$ cat src/rtl/tune_pkg.sv
package tune_pkg;
  localparam int VAL_W  = 16;
  localparam int CODE_W = 16;
  localparam int SUB_W  = 8;
  localparam int NPAR   = 5;
  localparam int IDX_W  = $clog2(NPAR);

  typedef struct packed {
    logic             hit;
    logic [IDX_W-1:0] idx;
  } slot_t;

  // Map a (main code, subcode) selector onto a parameter slot.
  function automatic slot_t lookup(input logic [CODE_W-1:0] code,
                                   input logic [SUB_W-1:0]  sub);
    slot_t s;
    s.hit = 1'b1;
    s.idx = '0;
    case ({code, sub})
      {CODE_W'(4), SUB_W'(3)}: s.idx = IDX_W'(0);
      {CODE_W'(4), SUB_W'(4)}: s.idx = IDX_W'(1);
      {CODE_W'(4), SUB_W'(5)}: s.idx = IDX_W'(2);
      {CODE_W'(5), SUB_W'(6)}: s.idx = IDX_W'(3);
      {CODE_W'(5), SUB_W'(7)}: s.idx = IDX_W'(4);
      default:                 s.hit = 1'b0;
    endcase
    return s;
  endfunction
endpackage

$ cat src/rtl/tune_seq.sv
module tune_seq #(
  parameter int LAT = 4
) (
  input  logic clk,
  input  logic rst,
  input  logic start,
  output logic busy,
  output logic req,
  output logic done
);
  localparam int CNT_W = $clog2(LAT + 1);

  logic [CNT_W-1:0] cnt;

  assign done = busy && (cnt == CNT_W'(LAT));

  always_ff @(posedge clk) begin
    if (rst) begin
      busy <= 1'b0;
      cnt  <= '0;
      req  <= 1'b0;
    end else begin
      req <= start;
      if (start) begin
        busy <= 1'b1;
        cnt  <= CNT_W'(1);
      end else if (done) begin
        busy <= 1'b0;
        cnt  <= '0;
      end else if (busy) begin
        cnt <= cnt + 1'b1;
      end
    end
  end


  busy_hold_chk: assert property (@(posedge clk) disable iff (rst)
    busy && !done |=> busy);

  done_pulse_chk: assert property (@(posedge clk) disable iff (rst)
    done |=> !done && !busy);

  start_idle_chk: assert property (@(posedge clk) disable iff (rst)
    start |-> !busy);
endmodule

$ cat src/rtl/tune_bank.sv
module tune_bank
  import tune_pkg::*;
(
  input  logic              clk,
  input  logic              rst,
  input  logic              req,
  input  logic              we,
  input  logic [CODE_W-1:0] code,
  input  logic [SUB_W-1:0]  sub,
  input  logic [VAL_W-1:0]  wval,
  output logic [VAL_W-1:0]  rval
);
  logic [VAL_W-1:0] mem [NPAR];
  slot_t            slot;

  assign slot = lookup(code, sub);

  always_ff @(posedge clk) begin
    if (rst) begin
      for (int i = 0; i < NPAR; i++) mem[i] <= '0;
      rval <= '0;
    end else if (req) begin
      if (we && slot.hit) mem[slot.idx] <= wval;
      rval <= slot.hit ? mem[slot.idx] : '0;
    end
  end


  miss_read_zero_chk: assert property (@(posedge clk) disable iff (rst)
    req && !slot.hit |=> rval == '0);
endmodule

$ cat src/rtl/tune_front.sv
module tune_front
  import tune_pkg::*;
#(
  parameter int DATA_W = 32
) (
  input  logic              clk,
  input  logic              rst,
  input  logic              reg_wr,
  input  logic              reg_rd,
  input  logic [1:0]        reg_addr,
  input  logic [DATA_W-1:0] reg_wdata,
  output logic [DATA_W-1:0] reg_rdata,
  input  logic              busy,
  input  logic              done,
  input  logic [VAL_W-1:0]  bank_rval,
  output logic              start,
  output logic              op_wr,
  output logic [CODE_W-1:0] sel_code,
  output logic [SUB_W-1:0]  sel_sub,
  output logic [VAL_W-1:0]  wval
);
  localparam logic [1:0] A_CTRL = 2'd0;
  localparam logic [1:0] A_DATA = 2'd1;
  localparam logic [1:0] A_STAT = 2'd2;

  logic [CODE_W-1:0] code_q;
  logic [SUB_W-1:0]  sub_q;
  logic [DATA_W-1:0] data_q;
  logic              data_wr;

  assign data_wr = reg_wr && (reg_addr == A_DATA);
  assign start   = data_wr && !busy;

  always_ff @(posedge clk) begin
    if (rst) begin
      code_q    <= '0;
      sub_q     <= '0;
      data_q    <= '0;
      op_wr     <= 1'b0;
      sel_code  <= '0;
      sel_sub   <= '0;
      wval      <= '0;
      reg_rdata <= '0;
    end else begin
      if (reg_wr && reg_addr == A_CTRL) begin
        code_q <= reg_wdata[CODE_W-1:0];
        sub_q  <= reg_wdata[CODE_W+SUB_W-1:CODE_W];
      end
      if (start) begin
        data_q   <= reg_wdata;
        op_wr    <= (reg_wdata != '1);
        sel_code <= code_q;
        sel_sub  <= sub_q;
        wval     <= reg_wdata[VAL_W-1:0];
      end else if (done && !op_wr) begin
        data_q <= DATA_W'(bank_rval);
      end
      if (reg_rd) begin
        case (reg_addr)
          A_CTRL:  reg_rdata <= DATA_W'({sub_q, code_q});
          A_DATA:  reg_rdata <= data_q;
          A_STAT:  reg_rdata <= DATA_W'(busy);
          default: reg_rdata <= '0;
        endcase
      end
    end
  end


  busy_write_ignored_chk: assert property (@(posedge clk) disable iff (rst)
    data_wr && busy && !done |=> $stable(data_q));
endmodule

$ cat src/rtl/tune_mailbox.sv
module tune_mailbox
  import tune_pkg::*;
#(
  parameter int DATA_W = 32,
  parameter int LAT    = 4
) (
  input  logic              clk,
  input  logic              rst,
  input  logic              reg_wr,
  input  logic              reg_rd,
  input  logic [1:0]        reg_addr,
  input  logic [DATA_W-1:0] reg_wdata,
  output logic [DATA_W-1:0] reg_rdata
);
  logic              start, busy, req, done, op_wr;
  logic [CODE_W-1:0] sel_code;
  logic [SUB_W-1:0]  sel_sub;
  logic [VAL_W-1:0]  wval, rval;

  tune_front #(.DATA_W(DATA_W)) u_front (
    .clk(clk), .rst(rst), .reg_wr(reg_wr), .reg_rd(reg_rd),
    .reg_addr(reg_addr), .reg_wdata(reg_wdata), .reg_rdata(reg_rdata),
    .busy(busy), .done(done), .bank_rval(rval), .start(start),
    .op_wr(op_wr), .sel_code(sel_code), .sel_sub(sel_sub), .wval(wval)
  );

  tune_seq #(.LAT(LAT)) u_seq (
    .clk(clk), .rst(rst), .start(start), .busy(busy), .req(req), .done(done)
  );

  tune_bank u_bank (
    .clk(clk), .rst(rst), .req(req), .we(op_wr), .code(sel_code),
    .sub(sel_sub), .wval(wval), .rval(rval)
  );


  req_busy_chk: assert property (@(posedge clk) disable iff (rst)
    req |-> busy && !done);
endmodule

$ cat config.mk
export PLATFORM = sky130hd
export DESIGN_NAME = tune_mailbox
export DESIGN_NICKNAME = d
export VERILOG_FILES = /design/src/rtl/tune_pkg.sv /design/src/rtl/tune_seq.sv /design/src/rtl/tune_bank.sv /design/src/rtl/tune_front.sv /design/src/rtl/tune_mailbox.sv
export SDC_FILE = /design/constraint.sdc
export NUM_CORES = 1
export LEC_CHECK = 0
export ABC_AREA = 1
export BUFFER_PORTS_ARGS = -buffer_cell sky130_fd_sc_hd__clkbuf_2
export CORE_MARGIN = 5
export CORE_UTILIZATION = 59
export CTS_CLUSTER_SIZE = 40
export DETAILED_ROUTE_END_ITERATION = 10
export PLACE_DENSITY_LB_ADDON = 0.15
export SKIP_CTS_REPAIR_TIMING = 1
export SYNTH_ARGS = -nofsm -noshare
export SYNTH_HDL_FRONTEND = slang
export SYNTH_SLANG_ARGS = --single-unit
$ cat constraint.sdc
create_clock -name clk -period 3.7 [get_ports clk]
set_clock_uncertainty 0.15 [all_clocks]
set_input_delay 0.74 -clock clk [delete_from_list [all_inputs] [get_ports clk]]
set_output_delay 0.74 -clock clk [all_outputs]
set_load 0.005 [all_outputs]
-- After elaboration in Yosys (flattened, before gate mapping)
Memories as Yosys holds them, arrays and structs flattened.
Index checks and enable logic that the tools add are counted.
- divide/modulo/power cells: 0
- magnitude comparators: 0
- muxes and demuxes: 20
- bitwise gates (word level): 0
- $add $sub $neg: 1
- shift-type cells: 0
- $mul: 0
- reductions and logical operators: 15
- equality and inequality tests: 9
- operator list (operator ; count):
    $eq 24x11->1 const B ; 5
    $pmux 32 s3 ; 1
    $mux 32 ; 2
    $mux 16 ; 2
    $ne 32x32->1 const B ; 1
    $reduce_or 16->1 ; 1
    $mux 1 ; 13
    $pmux 3 s4 ; 1
    $logic_and 1x1->1 ; 6
    $reduce_or 5->1 ; 1
    $reduce_bool 2->1 ; 2
    $add 3x1->3 const B ; 1
    $eq 3x3->1 const B ; 1
    $mux 3 ; 1
    $reduce_bool 3->1 ; 1
    $reduce_or 3->1 ; 1
    $eq 2x1->1 const B ; 1
    $eq 2x2->1 const B ; 1
    $logic_not 1->1 ; 2
    $logic_not 2->1 ; 1
- bits in latches: 0
- bits of input ports: 38
- logic and storage cells: 59
- output and inout port bits: 32
- register bits: 150
- ROM bits: 0
- memories: 1
- RAM bits: 80
- memories (memory ; depth ; bits a word ; rd ports ; clocked after memory_dff ; wr ports ; line ; source):
    u_bank.mem ; 5 ; 16 ; 1 ; 0 ; 5 ; tune_bank.sv:13 ; logic [VAL_W-1:0] mem [NPAR];

-- Logic depth before layout (Yosys ltp)
Gate-level depths: netlist of run 1.
- depth after elaboration: 10
- depth in mapped cells: 15
- gate-level depth less buffers: 14

-- By module
Synthesis of run 1 repeated with hierarchy kept, for this count alone.
- cell total of the unflattened synthesis: 1176
- area total of the unflattened synthesis: 9764.4 µm²
- modules (own cells, without submodules) (module ; cells an instance ; times used ; area each (µm²) ; seq. area each (µm²)):
    tune_front ; 657 ; 1 ; 4969.8 ; 2582.5
    tune_bank ; 490 ; 1 ; 4571.9 ; 2722.6
    tune_seq ; 29 ; 1 ; 222.7 ; 100.1

-- Worst setup path after synthesis of run 1
No wires, ideal clock.
- path type: flip-flop to flip-flop
- start: reg u_front.sel_code[2]
- end: mem u_bank.mem[4][0], enable pin
- clock period less this slack: 3.160 ns
- required time: 3.139 ns
- library setup time: 0.411 ns
- cell stages (with the launch flop): 11
- setup slack: 0.540 ns
- data arrival time: 2.598 ns
- path buffers: 0
- path through: dfxtp_1 -> inv_1 -> nor2_1 -> nand2_1 -> nor2_2 -> nand3_4 -> nand3_4 -> nor2_2 -> nor2_8 -> nand3_4 -> o21ai_0
- RTL lines (item ; line ; source):
    start, declared ; tune_front.sv:18 ; output logic [CODE_W-1:0] sel_code,
    start signal, assigned ; tune_front.sv:52 ; sel_code <= code_q;
    end, declared ; tune_bank.sv:13 ;

-- Worst setup path after layout of run 1
- start: reg u_front.sel_sub[6]
- end: reg u_bank.rval[4]
- word-level cells in the longest chain between the ends: 4
- elaborated cells between the ends (all ways): 10
- those cells by class: eq/ne: 5; mux: 3; reduce/logical: 1; memory: 1
- ends and longest elaborated chain (item ; line ; source):
    start, declared ; tune_front.sv:19 ; output logic [SUB_W-1:0] sel_sub,
    start signal, assigned ; tune_front.sv:53 ; sel_sub <= sub_q;
    $eq 24x11->1 ; tune_pkg.sv:19 ; case ({code, sub})
    $pmux 3 s4 or $reduce_or 5->1 (tied branches) ; - ;
    $mem_v2 5x16 or $mux 1 (tied branches) ; - ;
    $mux 16 (*) ; tune_bank.sv:24 ; rval <= slot.hit ? mem[slot.idx] : '0;
    end signal, assigned ; tune_bank.sv:24 ;
    end, declared ; tune_bank.sv:11 ; output logic [VAL_W-1:0] rval
Every way passes the cells marked *; elsewhere a longest branch is shown, timed or not.
A chain may end at the register's enable or synchronous reset.

==> results of run 1 <==
tightest hold or removal path, delay by kind of cell, from the launching register on:
family	cells	cell delay [ns]
compound gates	1	0.05
flops	1	0.31
simple gates	1	0.06
kinds of logic (layout without fill, tap and decap cells):
logic type                 Yosys count  in the layout  synth area share (%)
and+or+nand+nor                    506            506                  25.2
DFF                                230            230                  54.4
buffers and inverters              215            278                  8.87
AOI/OAI and AO/OA                  194            194                  11.2
adders and majority gates            2              2                 0.252
xor gates and xnor gates             1              1                0.0881
power breakdown:
part	switching (uW)	internal, uW	total (uW)
Clock	977	1400	2380
Combinational	201	95.9	297
Sequential	38.1	2690	2730
metrics by stage:
stage / cells / total power, uW / setup WS, ns / utilization (%) / hold WS (ns)
4_1_cts: 1431 / 5440 / 0.765 / 67.5 / 0.301
6_report: 1431 / 5410 / 0.730 / 67.5 / 0.305
3_5_place_dp: 1386 / 3080 / 0.507 / 62.8 / 0.298
3_3_place_gp: 1386 / 3080 / 0.639 / 62.8 / 0.290
2_1_floorplan: 1148 / 2960 / 0.540 / - / 0.279
5_1_grt: 1431 / 5610 / 0.460 / 67.5 / 0.321
worst max-delay path by stage:
stage / start / endpoint / slack, ns / cells past startpoint
after floorplan: u_front.sel_code[2] / u_bank.mem[4][0] / 0.54 / 10
after global placement: reg_addr[0] / u_front.data_q[8] / 0.64 / 10
after detailed placement: reg_addr[0] / u_front.data_q[0] / 0.51 / 10
after CTS: u_front.sel_code[4] / u_bank.rval[4] / 0.77 / 12
after global routing: u_front.sel_sub[2] / u_bank.rval[12] / 0.46 / 13
final: u_front.sel_sub[6] / u_bank.rval[4] / 0.73 / 12
layer usage:
metal,global-route usage (%),vias up,wire length (um)
met1,35.0,3796,10600
met3,4.12,32,1570
met2,39.7,258,11700
met4,5.41,0,350
li1,-,3928,-
met5,0,-,0
placed cells by master, fill, tap and decap left out, types with 2 or more instances in the layout:
| master | netlist | layout |
|---|---|---|
| buf_4 | 0 | 22 |
| o22ai_1 | 29 | 29 |
| buf_12 | 0 | 2 |
| clkinv_2 | 0 | 5 |
| inv_2 | 3 | 3 |
| nand3_1 | 95 | 95 |
| o221ai_1 | 15 | 15 |
| a32o_1 | 8 | 8 |
| nand2_1 | 165 | 165 |
| clkinv_1 | 2 | 7 |
| nand3_4 | 5 | 5 |
| o21ai_0 | 101 | 98 |
| inv_1 | 135 | 135 |
| clkbuf_16 | 0 | 25 |
| nand2_2 | 2 | 2 |
| a21oi_1 | 34 | 34 |
| nor3_2 | 49 | 49 |
| nor2_1 | 140 | 137 |
| clkbuf_2 | 0 | 69 |
| nor4_1 | 2 | 2 |
| o21ai_1 | 3 | 6 |
| bufinv_16 | 0 | 2 |
| edfxtp_1 | 80 | 80 |
| nand4_1 | 8 | 8 |
| clkbuf_1 | 53 | 4 |
| nor3_1 | 34 | 34 |
| dfxtp_1 | 150 | 150 |
| inv_4 | 0 | 2 |
| nor2_4 | 2 | 2 |
| nor2_2 | 2 | 5 |
| ha_1 | 2 | 2 |
sequential cells by signal, summed over array words and instances, names as in the netlist, 8 cells and up:
signal and cells:
u_front.data_q 32, u_bank.mem 80, u_front.sel_sub 8, u_front.reg_rdata 32
u_front.sel_code 16, u_front.wval 16, u_bank.rval 16, u_front.sub_q 8
u_front.code_q 16
final cells by class:
cell class                      instances  share of cell area [%]
Sequential cell                       230                    48.3
Clock buffer                           30                    5.84
Inverter                              140                    4.69
Timing Repair Buffer                   93                    4.92
Clock inverter                         15                    1.12
Multi-Input combinational cell        703                    32.7
Tap cell                              220                    2.46
==> impl_metrics.py, run 1 <==
metrics = {
    "outcome": {
        "status": "finished, final reports clean",
    },
    "min_path": {
        "hp-class": "reg2reg",
        "hold_end": "u_front.reg_rdata[29]",
        "worstHoldStart": "u_front.data_q[29]",
        "whs_path_depth": 2,
    },
    "clock_network": {
        "clk_latency_ns": 0.51,
        "ctsLongestPathBuffers": 3,
        "clkSinkCount": 230,
        "cts_root_buf": "clkbuf_16",
        "h-tree-depth": 1,
        "tritoncts": "built",
        "cts-buffers-inserted": 25,
        "clkSlewWorstSetupHoldPaths_ns": 0.06,
    },
    "final_layout": {
        "fillers": 1374,
        "final_area_sq_um": 11200,
        "fin_nets": 1233,
        "ff_latch_area_sq_um": 5410,
        "drive_above_1_share_pct": 16.2,
        "antenna_cells": 0,
        "area_growth_pct": 12.6,
        "multi_input_area_sq_um": 3660,
    },
    "sta": {
        "finalSetupViolCount": 0,
        "max_freq_mhz": 337,
        "worstMarginPinSlew_ns": 0.846,
        "hold_viol": 0,
        "timing.final.crit_share_pct": 80.3,
        "post-route-min-period_ns": 2.97,
        "rsz0062_at_grt": "no",
        "slew_headroom_pct": 43.6,
        "setup_tns_ns": 0,
        "drv_slew": 0,
    },
    "yosys": {
        "syn_area_sq_um": 9940,
        "synth_top_area_cell": "dfxtp_1",
        "synth_top_area_share_pct": 30.2,
        "synth_ff_type": "dfxtp_1",
        "synth_area_leaders": "dfxtp_1 (30%), edfxtp_1 (24%), nand2_1 (6.2%)",
        "yosysSeqAreaShare_pct": 54.4,
        "synth-edff-count": 80,
        "synth.most_common_cell": "nand2_1",
        "synth.distinct_cells": 34,
        "avgSynthCellArea_sq_um": 8.66,
        "synthTopCellsByCount": "nand2_1 (165), dfxtp_1 (150), nor2_1 (140)",
        "synth_nets": 1188,
        "synth_cells": 1148,
        "synth-async-reset-ratio_pct": 0,
        "ys_ff_latch": 230,
        "yosysWarnings": 0,
    },
    "setup_path": {
        "crit_path_top_delay_cell": "buf_4",
        "r2r_start": "u_front.sel_sub[6]",
        "rrSetupSlack_ns": 0.73,
        "path_cells": "nor2_1, nand2_1, nor2_1, nand3_4, nand3_4, buf_4, inv_1, nand3_1, nand2_1, nor2_1, nor2_1, nor2_1",
        "reg2reg_to": "u_bank.rval[4]",
        "crit_buf_inv": 2,
        "end_kind": "flip-flop",
        "start_kind": "flip-flop",
        "cp.required_ns": 4.00,
        "crit_arrival_ns": 3.27,
        "crit_top_cell": "nor2_1",
        "cp_slowest_stage_delay_ns": 0.43,
        "path_class": "reg2reg",
        "ff2ff_path_depth": 12,
        "crit_family": "simple AND/OR/NAND/NOR gates",
        "worst-path-max-fanout": 35,
    },
    "placed_design": {
        "routabilityCongestion": 0.876,
        "place_area_sq_um": 10400,
        "port_buffers": 69,
        "dp_hpwl_mm": 16.1,
    },
    "run": {
        "maxCapViolCount": 0,
    },
    "global_route": {
        "grt_pass1_vias": 7497,
        "grt_pass1_wl_mm": 39.4,
        "grt_use_total_pct": 24.5,
        "overflow": 0,
        "grt_max_degree": 67,
        "antenna_found_initial": 0,
    },
    "power_and_ir_drop": {
        "power_density_nw_per_um2": 483,
        "peakVddDrop_uv": 377,
        "p_leak_uw": 0.00451,
    },
    "die": {
        "rows": 47,
        "core_sq_um": 16600,
        "die_h_um": 140,
        "pin_count": 70,
        "initial_utilization_pct": 59.9,
        "die_area_sq_um": 19500,
        "die_x_um": 140,
    },
    "route": {
        "drcViolationCount": 0,
        "drt_iter0_drc": 746,
        "finalWirelength_mm": 24.3,
        "vias": 8014,
        "routedWlPerCell_um": 17.0,
        "vias_per_cell": 5.60,
        "drtAntennaViolNets": 0,
        "dr.pass1.iters": 5,
    },
}
No activity file was read; power rests on OpenSTA's default activity.
==> run 2, diff against run 1 <==
--- a/config.mk
+++ b/config.mk
@@ -5,7 +5,7 @@
 export SDC_FILE = /design/constraint.sdc
 export NUM_CORES = 1
 export LEC_CHECK = 0
-export ABC_AREA = 1
+export ABC_AREA = 0
 export BUFFER_PORTS_ARGS = -buffer_cell sky130_fd_sc_hd__clkbuf_2
 export CORE_MARGIN = 5
 export CORE_UTILIZATION = 59
==> constraint.sdc (replaced) <==
create_clock -name clk -period 2.9 [get_ports clk]
set_clock_uncertainty 0.15 [all_clocks]
set_input_delay 0.58 -clock clk [delete_from_list [all_inputs] [get_ports clk]]
set_output_delay 0.58 -clock clk [all_outputs]
set_load 0.005 [all_outputs]
==> impl_metrics.py, run 2 <==
metrics = {
    "yosys": {
        "synth_nets": 1032,
        "synth.distinct_cells": 54,
        "synth-edff-count": 80,
        "synth_ff_type": "dfxtp_1",
        "synth_top_area_cell": "dfxtp_1",
        "yosysWarnings": 0,
        "synth-async-reset-ratio_pct": 0,
        "synth.most_common_cell": "nand2_1",
        "yosysSeqAreaShare_pct": 54.9,
        "synthTopCellsByCount": "nand2_1 (169), dfxtp_1 (150), a21oi_1 (111)",
        "synth_area_leaders": "dfxtp_1 (31%), edfxtp_1 (24%), nand2_1 (6.4%)",
        "avgSynthCellArea_sq_um": 9.92,
        "ys_ff_latch": 230,
        "synth_cells": 992,
        "synth_top_area_share_pct": 30.5,
        "syn_area_sq_um": 9840,
    },
    "die": {
        "die_area_sq_um": 19400,
        "core_sq_um": 16500,
        "rows": 47,
        "die_x_um": 139,
        "die_h_um": 139,
        "pin_count": 70,
        "initial_utilization_pct": 59.8,
    },
    "setup_path": {
        "cp.required_ns": 2.96,
        "end_kind": "flip-flop",
        "path_cells": "or4_1, nand4b_4, nor2_8, nor3_2, or2_2",
        "path_class": "reg2reg",
        "startpoint": "u_front.sel_code[7]",
        "crit_path_top_delay_cell": "or4_1",
        "cp_slowest_stage_delay_ns": 0.59,
        "start_kind": "flip-flop",
        "crit_arrival_ns": 2.59,
        "worst-path-max-fanout": 18,
        "r2r_start": "u_front.sel_code[7]",
    },
    "global_route": {
        "overflow": 0,
        "grt_max_degree": 88,
        "grt_use_total_pct": 23.7,
        "antenna_found_initial": 0,
        "grt_pass1_wl_mm": 37.8,
        "grt_pass1_vias": 7036,
    },
    "final_layout": {
        "layout_common_cells": "nand2_1 (169), dfxtp_1 (150), a21oi_1 (111)",
        "ff_latch_area_sq_um": 5410,
        "largest_reg_flops": 80,
        "drive_above_1_share_pct": 17.9,
        "fin_nets": 1086,
        "area_growth_pct": 14.0,
        "antenna_cells": 0,
        "fillers": 1300,
        "multi_input_area_sq_um": 4110,
        "instances_no_fill": 1284,
        "reg_top3": "u_bank.mem: 80 flops, u_front.data_q: 32 flops, u_front.reg_rdata: 32 flops",
        "final_common_cell": "nand2_1",
        "regMostFlops": "u_bank.mem",
    },
    "sta": {
        "slew_headroom_pct": 22.0,
        "setup_tns_ns": 0,
        "hold_viol": 0,
        "timing.final.crit_share_pct": 87.2,
        "drv_slew": 0,
        "post-route-min-period_ns": 2.53,
        "max_freq_mhz": 396,
        "finalSetupViolCount": 0,
        "worstMarginPinSlew_ns": 1.17,
        "rsz0062_at_grt": "no",
    },
    "min_path": {
        "worstHoldStart": "reg_wdata[27]",
        "hp-class": "in2reg",
    },
    "clock_network": {
        "cts_root_buf": "clkbuf_16",
        "clk_latency_ns": 0.51,
        "clkSlewWorstSetupHoldPaths_ns": 0.06,
        "ctsLongestPathBuffers": 3,
        "h-tree-depth": 1,
        "clkSinkCount": 230,
        "cts-buffers-inserted": 25,
        "tritoncts": "built",
    },
    "route": {
        "dr.pass1.iters": 7,
        "drtAntennaViolNets": 0,
        "drcViolationCount": 0,
        "routedWlPerCell_um": 18.1,
        "finalWirelength_mm": 23.3,
        "vias": 7441,
        "drt_iter0_drc": 727,
        "vias_per_cell": 5.80,
    },
    "outcome": {
        "status": "finished, final reports clean",
    },
    "power_and_ir_drop": {
        "peakVddDrop_uv": 486,
        "p_leak_uw": 0.00427,
        "power_density_nw_per_um2": 619,
    },
    "placed_design": {
        "port_buffers": 69,
        "dp_hpwl_mm": 16.1,
        "dp_cells": 1239,
        "routabilityCongestion": 0.882,
    },
    "run": {
        "maxCapViolCount": 0,
    },
}
## run 2: cell count changes after synthesis, sizes merged, moves of 39 or more
cell and change:
inv -134, nor2 -107, o21ai -88, nand3 -87, and2 +81, a21oi +77, nor3 -75, nand4 +47
mux2 +39
## run 2: final timing paths
check | end | slack [ns] | cells past startpoint
min | u_front.data_q[27] | 0.16 | 2
max | u_bank.mem[4][11] | 0.37 | 5
max reg2reg | u_bank.mem[4][11] | 0.37 | 5
min reg2reg | u_front.sel_code[2] | 0.30 | 2
## run 2: critical path, delay by kind of cell, from the launching register on
| kind | cells | cell delay [ns] |
|---|---|---|
| and+or+nand+nor | 5 | 1.77 |
| DFF | 1 | 0.31 |
## run 2: kinds of logic after synthesis
kind of cell               synth area share, %
and+or+nand+nor                           23.7
DFF                                       54.9
AOI/OAI and AO/OA                         13.0
buffers and inverters                     3.38
muxes                                     4.66
adders and majority gates                0.254
xor gates and xnor gates                0.0890
## run 2: layout make-up
class                   instances  share of cell area, %
repair buffers                 99                   5.10
multi-input cells             686                   36.6
well taps                     220                   2.45
flip-flops and latches        230                   48.1
inverters                       4                  0.134
clock buffers                  38                   6.92
clock inverters                 7                  0.602
## run 2: metal layers
layer	vias up	GRT usage, %	share of wire [%]
li1	3630	-	-
met3	34	4.28	7.1
met1	3510	36.4	48
met5	-	0	0
met2	267	35.2	43
met4	0	5.36	1.8
## run 2: metrics by stage
step	instance area, sq um	util (%)	total power [uW]	setup WS (ns)	hold slack, ns
final	11200	68.2	6950	0.372	0.163
after global routing	11200	68.2	7190	0.265	0.158
after CTS	11200	68.2	6990	0.350	0.154
after detailed placement	10400	63.1	3830	0.371	0.294
after global placement	10400	63.1	3830	0.405	0.293
after floorplan	9840	-	3710	0.629	0.281
## run 2: power breakdown
group	internal, uW	total, uW	switching (uW)	leakage [uW]
Clock	1940	3180	1250	0.000414
Combinational	104	307	203	0.00182
Sequential	3410	3460	50.2	0.00204
Total	5450	6950	1500	0.00427
